## src/rtl/shaper_pkg.sv

```systemverilog
package shaper_pkg;
  // one coarse unit is 2**COARSE_SHIFT fine tokens
  localparam int unsigned COARSE_SHIFT = 8;
  // fine tokens removed from the accumulator each clock
  localparam int unsigned DRAIN_DEFAULT = 16;
endpackage

```

## src/rtl/shaper_cfg_regs.sv

```systemverilog
module shaper_cfg_regs #(
  parameter int unsigned PKT_W  = 8,
  parameter int unsigned WORD_W = 12,
  parameter int unsigned LIM_W  = 12
) (
  input  logic              clk,
  input  logic              rst_n,
  input  logic              load,
  input  logic [PKT_W-1:0]  pkt_cost_in,
  input  logic [WORD_W-1:0] word_cost_in,
  input  logic [LIM_W-1:0]  burst_in,
  output logic [PKT_W-1:0]  pkt_cost_q,
  output logic [WORD_W-1:0] word_cost_q,
  output logic [LIM_W-1:0]  burst_q
);
  always_ff @(posedge clk or negedge rst_n) begin
    if (!rst_n) begin
      pkt_cost_q  <= '0;
      word_cost_q <= '0;
      burst_q     <= '0;
    end else if (load) begin
      pkt_cost_q  <= pkt_cost_in;
      word_cost_q <= word_cost_in;
      burst_q     <= burst_in;
    end
  end
endmodule

```

## src/rtl/shaper_charge.sv

```systemverilog
module shaper_charge
  import shaper_pkg::*;
#(
  parameter int unsigned PKT_W  = 8,
  parameter int unsigned WORD_W = 12,
  localparam int unsigned PKT_FINE_W = PKT_W + COARSE_SHIFT,
  localparam int unsigned CHG_W = ((PKT_FINE_W > WORD_W) ? PKT_FINE_W : WORD_W) + 1
) (
  input  logic              pkt_start,
  input  logic              word_valid,
  input  logic [PKT_W-1:0]  pkt_cost,
  input  logic [WORD_W-1:0] word_cost,
  output logic [CHG_W-1:0]  charge
);
  function automatic logic [CHG_W-1:0] coarse_to_fine(input logic [PKT_W-1:0] c);
    logic [CHG_W-1:0] ext;
    ext = CHG_W'(c);
    return ext << COARSE_SHIFT;
  endfunction

  logic [CHG_W-1:0] pkt_part;
  logic [CHG_W-1:0] word_part;

  always_comb begin
    pkt_part  = pkt_start  ? coarse_to_fine(pkt_cost) : '0;
    word_part = word_valid ? CHG_W'(word_cost)       : '0;
    charge    = pkt_part + word_part;
  end
endmodule

```

## src/rtl/shaper_bucket.sv

```systemverilog
module shaper_bucket #(
  parameter int unsigned ACC_W = 20,
  parameter int unsigned CHG_W = 17,
  parameter int unsigned DRAIN = 16,
  localparam int unsigned SUM_W = ((ACC_W > CHG_W) ? ACC_W : CHG_W) + 1
) (
  input  logic             clk,
  input  logic             rst_n,
  input  logic             clear,
  input  logic [CHG_W-1:0] charge,
  output logic [ACC_W-1:0] drained,
  output logic [ACC_W-1:0] acc_q
);
  localparam logic [ACC_W-1:0] ACC_MAX = '1;

  function automatic logic [ACC_W-1:0] drain_floor(input logic [ACC_W-1:0] a);
    return (a > ACC_W'(DRAIN)) ? a - ACC_W'(DRAIN) : '0;
  endfunction

  function automatic logic [ACC_W-1:0] add_sat(input logic [ACC_W-1:0] a,
                                               input logic [CHG_W-1:0] c);
    logic [SUM_W-1:0] s;
    s = SUM_W'(a) + SUM_W'(c);
    return (s > SUM_W'(ACC_MAX)) ? ACC_MAX : s[ACC_W-1:0];
  endfunction

  assign drained = drain_floor(acc_q);

  always_ff @(posedge clk or negedge rst_n) begin
    if (!rst_n)     acc_q <= '0;
    else if (clear) acc_q <= '0;
    else            acc_q <= add_sat(drained, charge);
  end
endmodule

```

## src/rtl/port_rate_shaper.sv

```systemverilog
module port_rate_shaper
  import shaper_pkg::*;
#(
  parameter int unsigned PKT_W  = 8,
  parameter int unsigned WORD_W = 12,
  parameter int unsigned LIM_W  = 12,
  parameter int unsigned ACC_W  = 20,
  parameter int unsigned DRAIN  = DRAIN_DEFAULT
) (
  input  logic              clk,
  input  logic              rst_n,
  input  logic              enable,
  input  logic              cfg_we,
  input  logic [PKT_W-1:0]  cfg_pkt_cost,
  input  logic [WORD_W-1:0] cfg_word_cost,
  input  logic [LIM_W-1:0]  cfg_burst,
  input  logic              pkt_start,
  input  logic              word_valid,
  output logic              port_allowed
);
  localparam int unsigned PKT_FINE_W = PKT_W + COARSE_SHIFT;
  localparam int unsigned CHG_W = ((PKT_FINE_W > WORD_W) ? PKT_FINE_W : WORD_W) + 1;
  localparam int unsigned LIM_FINE_W = LIM_W + COARSE_SHIFT;
  localparam int unsigned CMP_W = (ACC_W > LIM_FINE_W) ? ACC_W : LIM_FINE_W;

  logic [PKT_W-1:0]  pkt_cost_q;
  logic [WORD_W-1:0] word_cost_q;
  logic [LIM_W-1:0]  burst_q;
  logic [CHG_W-1:0]  charge;
  logic [ACC_W-1:0]  drained;
  logic [ACC_W-1:0]  acc_q;
  logic              clear_acc;
  logic              under_limit;

  function automatic logic within_burst(input logic [ACC_W-1:0] a,
                                        input logic [LIM_W-1:0] b);
    logic [CMP_W-1:0] lim;
    lim = CMP_W'(b) << COARSE_SHIFT;
    return CMP_W'(a) <= lim;
  endfunction

  shaper_cfg_regs #(.PKT_W(PKT_W), .WORD_W(WORD_W), .LIM_W(LIM_W)) u_cfg (
    .clk          (clk),
    .rst_n        (rst_n),
    .load         (cfg_we),
    .pkt_cost_in  (cfg_pkt_cost),
    .word_cost_in (cfg_word_cost),
    .burst_in     (cfg_burst),
    .pkt_cost_q   (pkt_cost_q),
    .word_cost_q  (word_cost_q),
    .burst_q      (burst_q)
  );

  shaper_charge #(.PKT_W(PKT_W), .WORD_W(WORD_W)) u_charge (
    .pkt_start  (pkt_start),
    .word_valid (word_valid),
    .pkt_cost   (pkt_cost_q),
    .word_cost  (word_cost_q),
    .charge     (charge)
  );

  assign clear_acc = cfg_we || !enable;

  shaper_bucket #(.ACC_W(ACC_W), .CHG_W(CHG_W), .DRAIN(DRAIN)) u_bucket (
    .clk     (clk),
    .rst_n   (rst_n),
    .clear   (clear_acc),
    .charge  (charge),
    .drained (drained),
    .acc_q   (acc_q)
  );

  assign under_limit  = within_burst(acc_q, burst_q);
  assign port_allowed = !enable || under_limit;
endmodule

```

## config.mk

```make
export PLATFORM = sky130hd
export DESIGN_NAME = port_rate_shaper
export DESIGN_NICKNAME = d
export VERILOG_FILES = /design/src/rtl/shaper_pkg.sv /design/src/rtl/shaper_cfg_regs.sv /design/src/rtl/shaper_charge.sv /design/src/rtl/shaper_bucket.sv /design/src/rtl/port_rate_shaper.sv
export SDC_FILE = /design/constraint.sdc
export NUM_CORES = 1
export LEC_CHECK = 0
export BUFFER_PORTS_ARGS = -buffer_cell sky130_fd_sc_hd__buf_2
export CAP_MARGIN = 0
export CORE_MARGIN = 4
export CORE_UTILIZATION = 48
export DETAILED_ROUTE_END_ITERATION = 8
export PLACE_DENSITY_LB_ADDON = 0.3
export SLEW_MARGIN = 40
export SYNTH_ARGS = -nofsm -noshare
export SYNTH_HDL_FRONTEND = slang
export SYNTH_SLANG_ARGS = --single-unit
export TNS_END_PERCENT = 10
```

## constraint.sdc

```tcl
create_clock -name clk -period 9.7 [get_ports clk]
set_input_delay 2.91 -clock clk [delete_from_list [all_inputs] [get_ports clk]]
set_output_delay 2.91 -clock clk [all_outputs]
set_load 0.05 [all_outputs]
```

=== Word-level counts from Yosys, hierarchy flattened ===
Cells that the tools add are included.

* Register bits: 52
* Input bits: 38
* Output and inout port bits: 1
* Logic and storage cells: 18

* $add $sub $neg: 3
* Magnitude comparators: 3
* Multiplexer cells: 5
* Reductions and logical operators: 3

{| class="wikitable"
|+ Operators with widths
! kind !! number
|-
| 20-bit two-way mux || 3
|-
| 20-bit by 17-bit adder with 21-bit output || 1
|-
| 21-bit by 20-bit greater-than comparator with 1-bit output, second input constant || 1
|-
| 20-bit by 5-bit greater-than comparator with 1-bit output, second input constant || 1
|-
| 20-bit <= comparator || 1
|-
| 20-bit by 5-bit subtractor with 20-bit output, second input constant || 1
|-
| 16-bit by 12-bit adder with 17-bit output || 1
|-
| 16-bit two-way mux || 1
|-
| 12-bit two-way mux || 1
|-
| 1-bit logical OR || 2
|-
| 1-bit logical NOT || 1
|}

=== Longest topological paths before layout ===
Gate-level depths: netlist (run 1).

* Depth in word-level cells: 6
* Mapped depth: 17
* Depth with buffers taken out: 16

=== By module ===
Synthesis (run 1) repeated with hierarchy kept, for this count alone.

* Cells, all modules: 437
* Area total of the unflattened synthesis: 4,199.0 µm²

{| class="wikitable"
|+ By module, submodules not included
! module !! instances !! cells each !! area an instance (µm²) !! sequential area each (µm²)
|-
| shaper_bucket || 1 || 267 || 2,119.5 || 500.5
|-
| shaper_cfg_regs || 1 || 68 || 1,345.0 || 800.8
|-
| shaper_charge || 1 || 56 || 387.9 || 0.0
|-
| port_rate_shaper || 1 || 46 || 346.6 || 0.0
|}

=== Least setup slack after synthesis (run 1) ===
No wires, ideal clock.

* Path kind: input to output
* From: in enable
* To: out port_allowed
* Arrival time: 3.342 ns
* Required time: 6.790 ns
* Setup slack: 3.448 ns
* Cell stages on the path: 2
* Buffers on the path: 0
* Path through: o211ai_1 a21o_1

* Cells in the longest elaborated chain, start to end: 2

{| class="wikitable"
|+ RTL lines
! item !! RTL line !! text
|-
| from (decl) || port_rate_shaper.sv:12 || <nowiki>input logic enable,</nowiki>
|-
| 1-bit logical NOT || port_rate_shaper.sv:74 || <nowiki>assign port_allowed = !enable || under_limit;</nowiki>
|-
| 1-bit logical OR || port_rate_shaper.sv:74 ||
|-
| to (decl) || port_rate_shaper.sv:19 || <nowiki>output logic port_allowed</nowiki>
|}

Every way passes these cells.

=== Final worst setup path (run 1) ===
Ends and elaborated chain as after synthesis.

==> results of run 1 <==
==> power by group through the flow <==
| stage | Clock (mW) | Sequential [mW] | Combinational, mW |
|---|---|---|---|
| 2_1_floorplan | 0 | 0.275 | 0.696 |
| 3_5_place_dp | 0 | 0.284 | 0.863 |
| 4_1_cts | 0.166 | 0.279 | 0.874 |
| 3_3_place_gp | 0 | 0.282 | 0.833 |
| 5_1_grt | 0.178 | 0.285 | 0.977 |
| 6_report | 0.162 | 0.279 | 0.867 |
==> final timing paths <==
kind	slack (ps)	cells after the start	end	start
worst min-delay path	500	1	u_cfg.word_cost_q[4]	u_cfg.word_cost_q[4]
worst max register to register	5350	16	u_bucket.acc_q[17]	u_bucket.acc_q[1]
max in group asynchronous	6540	2	u_cfg.word_cost_q[1]	rst_n
worst min register to register	500	1	u_cfg.word_cost_q[4]	u_cfg.word_cost_q[4]
min in group asynchronous	2720	2	u_cfg.burst_q[4]	rst_n
worst max-delay path	3350	4	port_allowed	enable
==> placed cells by master, fill, tap and decap left out, drive strengths merged, types with 2 or more instances in the layout <==
cell    instances
a21oi          37
nand2b          5
and2           15
nor2b          10
nand4           3
or4             3
xor2           14
nor4            7
xnor2           8
a21o            9
a211oi          2
dfrtp          52
ha             42
mux2           22
buf            40
nand2          29
or2             2
nor2           24
fa              5
nor3            5
o211ai          2
o21a            3
nand3           5
o41ai           3
o21ai          28
clkbuf          7
o31ai           2
inv            28
and4            2
==> cell families after synthesis <==
kind of cell / after synthesis
flops: 52
buf+inv: 38
simple gates: 116
fa+ha+maj: 47
xor+xnor: 22
compound gates: 93
mux: 23
==> final cells by class <==
class / count / area, sq um
Fill cell: 708 / 3517
Multi-Input combinational cell: 301 / 2341
Sequential cell: 52 / 1301
Timing Repair Buffer: 40 / 209.0
Tap cell: 102 / 127.6
Inverter: 28 / 105.1
Clock buffer: 7 / 96.34
Clock inverter: 1 / 30.03
==> stage by stage <==
step / power [mW] / hold WS (ps)
3_3_place_gp: 1.115 / 482.1
2_1_floorplan: 0.9715 / 472.1
5_1_grt: 1.440 / 530.0
3_5_place_dp: 1.146 / 488.3
6_report: 1.308 / 503.7
4_1_cts: 1.319 / 509.2
==> registers in the layout, summed over array words and instances, names as in the netlist <==
| register | count |
|---|---|
| u_cfg.pkt_cost_q | 8 |
| u_cfg.burst_q | 12 |
| u_cfg.word_cost_q | 12 |
| u_bucket.acc_q | 20 |
==> per-layer routing <==
metal	up-vias	global-route usage	routed length [um]
met5	-	0	0
met4	0	0.02808	63
met3	6	0.02812	268
met2	48	0.2638	3450
met1	1326	0.2315	3593
li1	1447	-	-
==> worst max-delay path, cell delays in order <==
cell and delay [ps]:
buf_2 110, o211ai_1 70, a21o_1 100, buf_2 250
==> reports/metrics.cfg, run 1 <==
[outcome]
status=finished, final reports clean

[floorplan]
start_util=0.4917
die-area_sq_um=9404
fp.coreArea_sq_um=7727
rows=32
io_pins=39
die_h_um=96.98
die_w_um=96.98

[clocking]
clk_pin_slew_ps=90
clockBufferDepth=2
post_cts_resized=0
cts_setup_buffers=0
cts_hold_buf=0
clockRootBuffer=clkbuf_8
numClockSinks=52
clkLatencyLatePin_ps=300
htreeDepth=2
cts_tree=yes
numCtsBuffers=5

[cells_and_area]
post-route-util=0.5449
diodes=0
syn2layout_area_growth_pct=10.80
finalNetCount=513
drive_gt1_frac=0.2214
final_area_sq_um=4210
stdcell_count=531

[routing]
dr.pass1.iters=5
drc=0
routed_wl_um=7376
vias=2827
detail_route.wl_per_cell_um=13.89
final_antenna_net_count=0
via_per_inst=5.324
drt_iter0_drc=99

[synthesis]
yosys_warnings=0
synthSimpleGateAreaFrac=0.1765
synth_cell_types=58
synth_compound_area_frac=0.1548
synth_top_area_share=0.3424
synth_area_leaders=dfrtp_1, ha_1, mux2_2
synth_fa_ha_area_frac=0.1646
synthArstFlopShare=1.000
yosysSeqAreaShare=0.3424
yosys-top-cells-count=dfrtp_1, ha_1, inv_1, nand2_1
yosysMostFrequentCell=dfrtp_1
avgSynthCellArea_sq_um=9.718
syn-num-nets=476
synthCells=391
synth_mux_area_frac=0.06882
yosysTopAreaCell=dfrtp_1
ys_ff_latch=52
syn-cell-area_sq_um=3800
synth_xor_area_frac=0.05071
synth_ff_type=dfrtp_1
synth_top_family_by_area=simple AND/OR/NAND/NOR gates
synth_edf_count=0

[global_route]
grt_pass1_vias=2781
antenna_found_initial=0
grt_max_degree=53
grt_use_total=0.1627
gr-total-overflow=0
grt_pass1_wl_um=12850

[power_and_ir_drop]
share_comb_of_total_power=0.663
internal_power_mw=0.7177
seq_power_share=0.213
p_switching_mw=0.5899
powerDensity_nw_per_um2=310.6
p_clk_frac=0.124
p_sw_frac=0.4511
irDropWorstVdd_mv=0.1389
power_leakage_nw=2.034

[timing]
final.min_clock_period_ps=6351
fin_ws_ps=3349
fmax_ghz=0.1575
maxSlewHeadroom=0.4865
fin_crit_sh=0.6547
fin_skew_ps=12.91
worst_slew_pin_slew_ps=770.3
drv_slew=0
setup_tns_ps=0
setup_viol_count_final=0
rsz0062_at_grt=no
hold_viol_final=0

[placed_design]
hpwlAfterDp_um=5800
dp.cells=523
place.gp.congestion=0.8616
pre_cts_ws_ps=3347
numPortBuffers=38
place_area_sq_um=4084

[worst_setup_path]
crit_arrival_ps=3440
critical_path.max_fanout=2
path_class=primary input to output port
setup.worst_path.start_class=primary input
cp.required_ps=6790
end_kind=output port

[job]
maxCapViolations=0

[hold_path]
hp-class=register to register

Note: power is estimated with default switching activity, not from simulation.
==> run 2, diff against run 1 <==
ABC_AREA = 1   (was default)
clock period = 6.2 ns   (was 9.7 ns; I/O delays follow)
==> run 2 against run 1 <==
Sequential share of layout area down 0.99 points. Global-route usage up 2.4 points. Power up 76%. Die area up 3.9%. Via count up 18%. Combinational power up 86%. Area after synthesis up 4.3%. Sequential power up 58%. Worst hold slack worse by 25 ps. Clock skew about the same. Cell area up 3.3%. Non-clock buffer count down 1. Largest power group unchanged.
==> reports/metrics.cfg, run 2 <==
[floorplan]
die_w_um=98.86  ; +1.9%
fp.coreArea_sq_um=7888  ; +2.1%
die-area_sq_um=9773  ; +3.9%
die_h_um=98.86  ; +1.9%
start_util=0.5024  ; +0.01064
rows=32  ; unchanged
io_pins=39  ; unchanged

[global_route]
antenna_found_initial=0  ; unchanged
grt_pass1_wl_um=14980  ; +17%
grt_use_total=0.1865  ; +0.02389
grt_max_degree=53  ; unchanged
gr-total-overflow=0  ; unchanged
grt_pass1_vias=3343  ; +20%

[timing]
final.min_clock_period_ps=4346
drv_slew=0  ; unchanged
rsz0062_at_grt=no
fin_crit_sh=0.7010
hold_viol_final=0  ; unchanged
fmax_ghz=0.2301
setup_tns_ps=0  ; unchanged
setup_viol_count_final=0  ; unchanged
worst_slew_pin_slew_ps=667.7  ; -102.6 ps
fin_skew_ps=13.29  ; +0.3825 ps
maxSlewHeadroom=0.5549  ; +0.06837

[cells_and_area]
layout_common_cells=nand2_1, inv_1, dfrtp_1
top_register=u_bucket.acc_q
stdcell_count=665  ; +25%
syn2layout_area_growth_pct=9.757
post-route-util=0.5514  ; +0.006545
top_regs=u_bucket.acc_q: 20 flops, u_cfg.burst_q: 12 flops, u_cfg.word_cost_q: 12 flops
final_area_sq_um=4349  ; +3.3%
largest_reg_flops=20  ; unchanged
finalNetCount=647  ; +26%
drive_gt1_frac=0.1474  ; -0.07402
final_common_cell=nand2_1
diodes=0  ; unchanged
fillers=744  ; +5.1%

[synthesis]
ys_ff_latch=52  ; unchanged
synth_cell_types=35  ; -40%
yosysMostFrequentCell=nand2_1
synth_edf_count=0  ; unchanged
synth_ff_type=dfrtp_1
synth_top_area_share=0.3284  ; -0.01406
synth_area_leaders=dfrtp_1, nand2_1, ha_1
yosys_warnings=0  ; unchanged
yosysTopAreaCell=dfrtp_1
yosysSeqAreaShare=0.3284  ; -0.01406
syn-cell-area_sq_um=3963  ; +4.3%
syn-num-nets=615  ; +29%
synthArstFlopShare=1.000  ; unchanged
avgSynthCellArea_sq_um=7.477  ; -23%
synthCells=530  ; +36%
yosys-top-cells-count=nand2_1, inv_1, dfrtp_1, nor2_1, ha_1

[clocking]
clockBufferDepth=2  ; unchanged
htreeDepth=2  ; unchanged
numClockSinks=52  ; unchanged
clkLatencyLatePin_ps=310  ; about the same
cts_tree=yes
clk_pin_slew_ps=90  ; about the same
numCtsBuffers=5  ; unchanged
clockRootBuffer=clkbuf_8
cts_setup_buffers=0  ; unchanged
post_cts_resized=0  ; unchanged
cts_hold_buf=0  ; unchanged

[worst_setup_path]
setup.worst_path.start_class=primary input
cp_common_cell=nand2_1
path_buf_inv=3  ; +1
cp.required_ps=6430  ; -360 ps
crit_arrival_ps=4580  ; +1140 ps
crit_slowest_cell=fa_1
end_kind=register
worstPathCellList=buf_2 -> nand2_1 -> fa_1 -> inv_1 -> ha_1 -> nand2_1 -> inv_1 -> and3_1 -> nand2_1 -> nand2_1 -> nand3_2 -> nand2_2 -> nand3_2 -> a21oi_2
path_class=primary input to register
cpPeakStageDelay_ps=520  ; +270 ps
cp_top_family=simple AND/OR/NAND/NOR gates
critical_path.max_fanout=20  ; +18

[job]
maxCapViolations=0  ; unchanged

[routing]
via_per_inst=5.003  ; -6.0%
drc=0  ; unchanged
dr.pass1.iters=4  ; -1
vias=3327  ; +18%
final_antenna_net_count=0  ; unchanged
drt_iter0_drc=128  ; +29%
detail_route.wl_per_cell_um=12.90  ; -7.1%
routed_wl_um=8579  ; +16%

[power_and_ir_drop]
power_leakage_nw=2.444  ; +20%
irDropWorstVdd_mv=0.2865  ; +110%
totalPowerFinal_mw=2.307  ; +76%
powerDensity_nw_per_um2=530.5  ; +71%

[placed_design]
place_area_sq_um=4223  ; +3.4%
place.gp.congestion=0.9165  ; +6.4%
dp.cells=657  ; +26%
hpwlAfterDp_um=6945  ; +20%
numPortBuffers=38  ; unchanged

[outcome]
status=finished, final reports clean

[hold_path]
hp-class=register to register

## run 2: changes by cell type after synthesis, moves of 5 or more
| cell | before | now |
|---|---|---|
| nand2_1 | 28 | 175 |
| inv_1 | 28 | 66 |
| nor2_1 | 23 | 47 |
| mux2_2 | 21 | 0 |
| and2_1 | 14 | 1 |
| nand3_1 | 5 | 18 |
| o21ai_0 | 27 | 14 |
| a21oi_2 | 10 | 20 |
| nor2b_1 | 10 | 0 |
| a21o_1 | 9 | 1 |
| a21oi_1 | 27 | 20 |
| clkbuf_1 | 7 | 12 |
| nand2b_1 | 5 | 0 |
## run 2: metrics by stage
| step | setup WS [ps] | hold slack (ps) |
|---|---|---|
| final | 1854 | 478.4 |
| after global routing | 1601 | 502.7 |
| after CTS | 1831 | 483.7 |
| after detailed placement | 1507 | 459.2 |
| after global placement | 1609 | 455.7 |
| after floorplan | 1371 | 441.7 |
## run 2: cell type report
cell class	instances	area [sq um]	share of cell area
multi-input cells	397	2345	0.5391
flip-flops and latches	52	1301	0.2992
inverters	67	251.5	0.05783
repair buffers	39	197.7	0.04545
well taps	102	127.6	0.02934
clock buffers	7	96.34	0.02215
clock inverters	1	30.03	0.006904
## run 2: final timing paths
kind | cells after the start | slack, ps | end | from
max | 14 | 1850 | u_bucket.acc_q[10] | word_valid
max reg2reg | 20 | 2330 | u_bucket.acc_q[10] | u_bucket.acc_q[4]
min reg2reg | 2 | 480 | u_cfg.word_cost_q[2] | u_cfg.word_cost_q[2]
min in group asynchronous | 2 | 1660 | u_cfg.burst_q[11] | rst_n
min | 2 | 480 | u_cfg.word_cost_q[2] | u_cfg.word_cost_q[2]
max in group asynchronous | 2 | 4080 | u_bucket.acc_q[1] | rst_n
## run 2: cell families (layout without fill, tap and decap cells)
| group | count (synthesis) | in the layout | synth area share |
|---|---|---|---|
| compound gates | 63 | 63 | 0.1039 |
| xor+xnor | 24 | 24 | 0.05305 |
| fa+ha+maj | 47 | 47 | 0.1579 |
| buf+inv | 81 | 114 | 0.08052 |
| flops | 52 | 52 | 0.3284 |
| simple gates | 263 | 263 | 0.2763 |
## run 2: worst register-to-register path, stage by stage (launching register included)
cell and delay, ps:
dfrtp_1 410, inv_2 70, ha_1 230, nand2_4 100, nor2_1 210, nand2_1 130
nand2_4 210, inv_1 110, nand2_1 130, fa_1 430, inv_1 70, ha_1 200
nand2_1 90, inv_1 90, and3_1 150, nand2_1 50, nand2_1 140, nand3_2 110
nand2_2 80, nand3_2 480, a21oi_2 320
## run 2: layer usage
| layer | routed length (um) | up-vias | track usage |
|---|---|---|---|
| met1 | 3915 | 1536 | 0.2326 |
| met5 | 0 | - | 0 |
| met3 | 323 | 7 | 0.03963 |
| li1 | - | 1727 | - |
| met2 | 4258 | 57 | 0.3311 |
| met4 | 81 | 0 | 0.03992 |
## run 2: where the power goes
part / internal (mW) / leakage (nW) / switching (mW) / total [mW]
Sequential: 0.392 / 0.661 / 0.0481 / 0.440
Combinational: 0.582 / 1.72 / 1.03 / 1.61
Clock: 0.143 / 0.0645 / 0.115 / 0.257
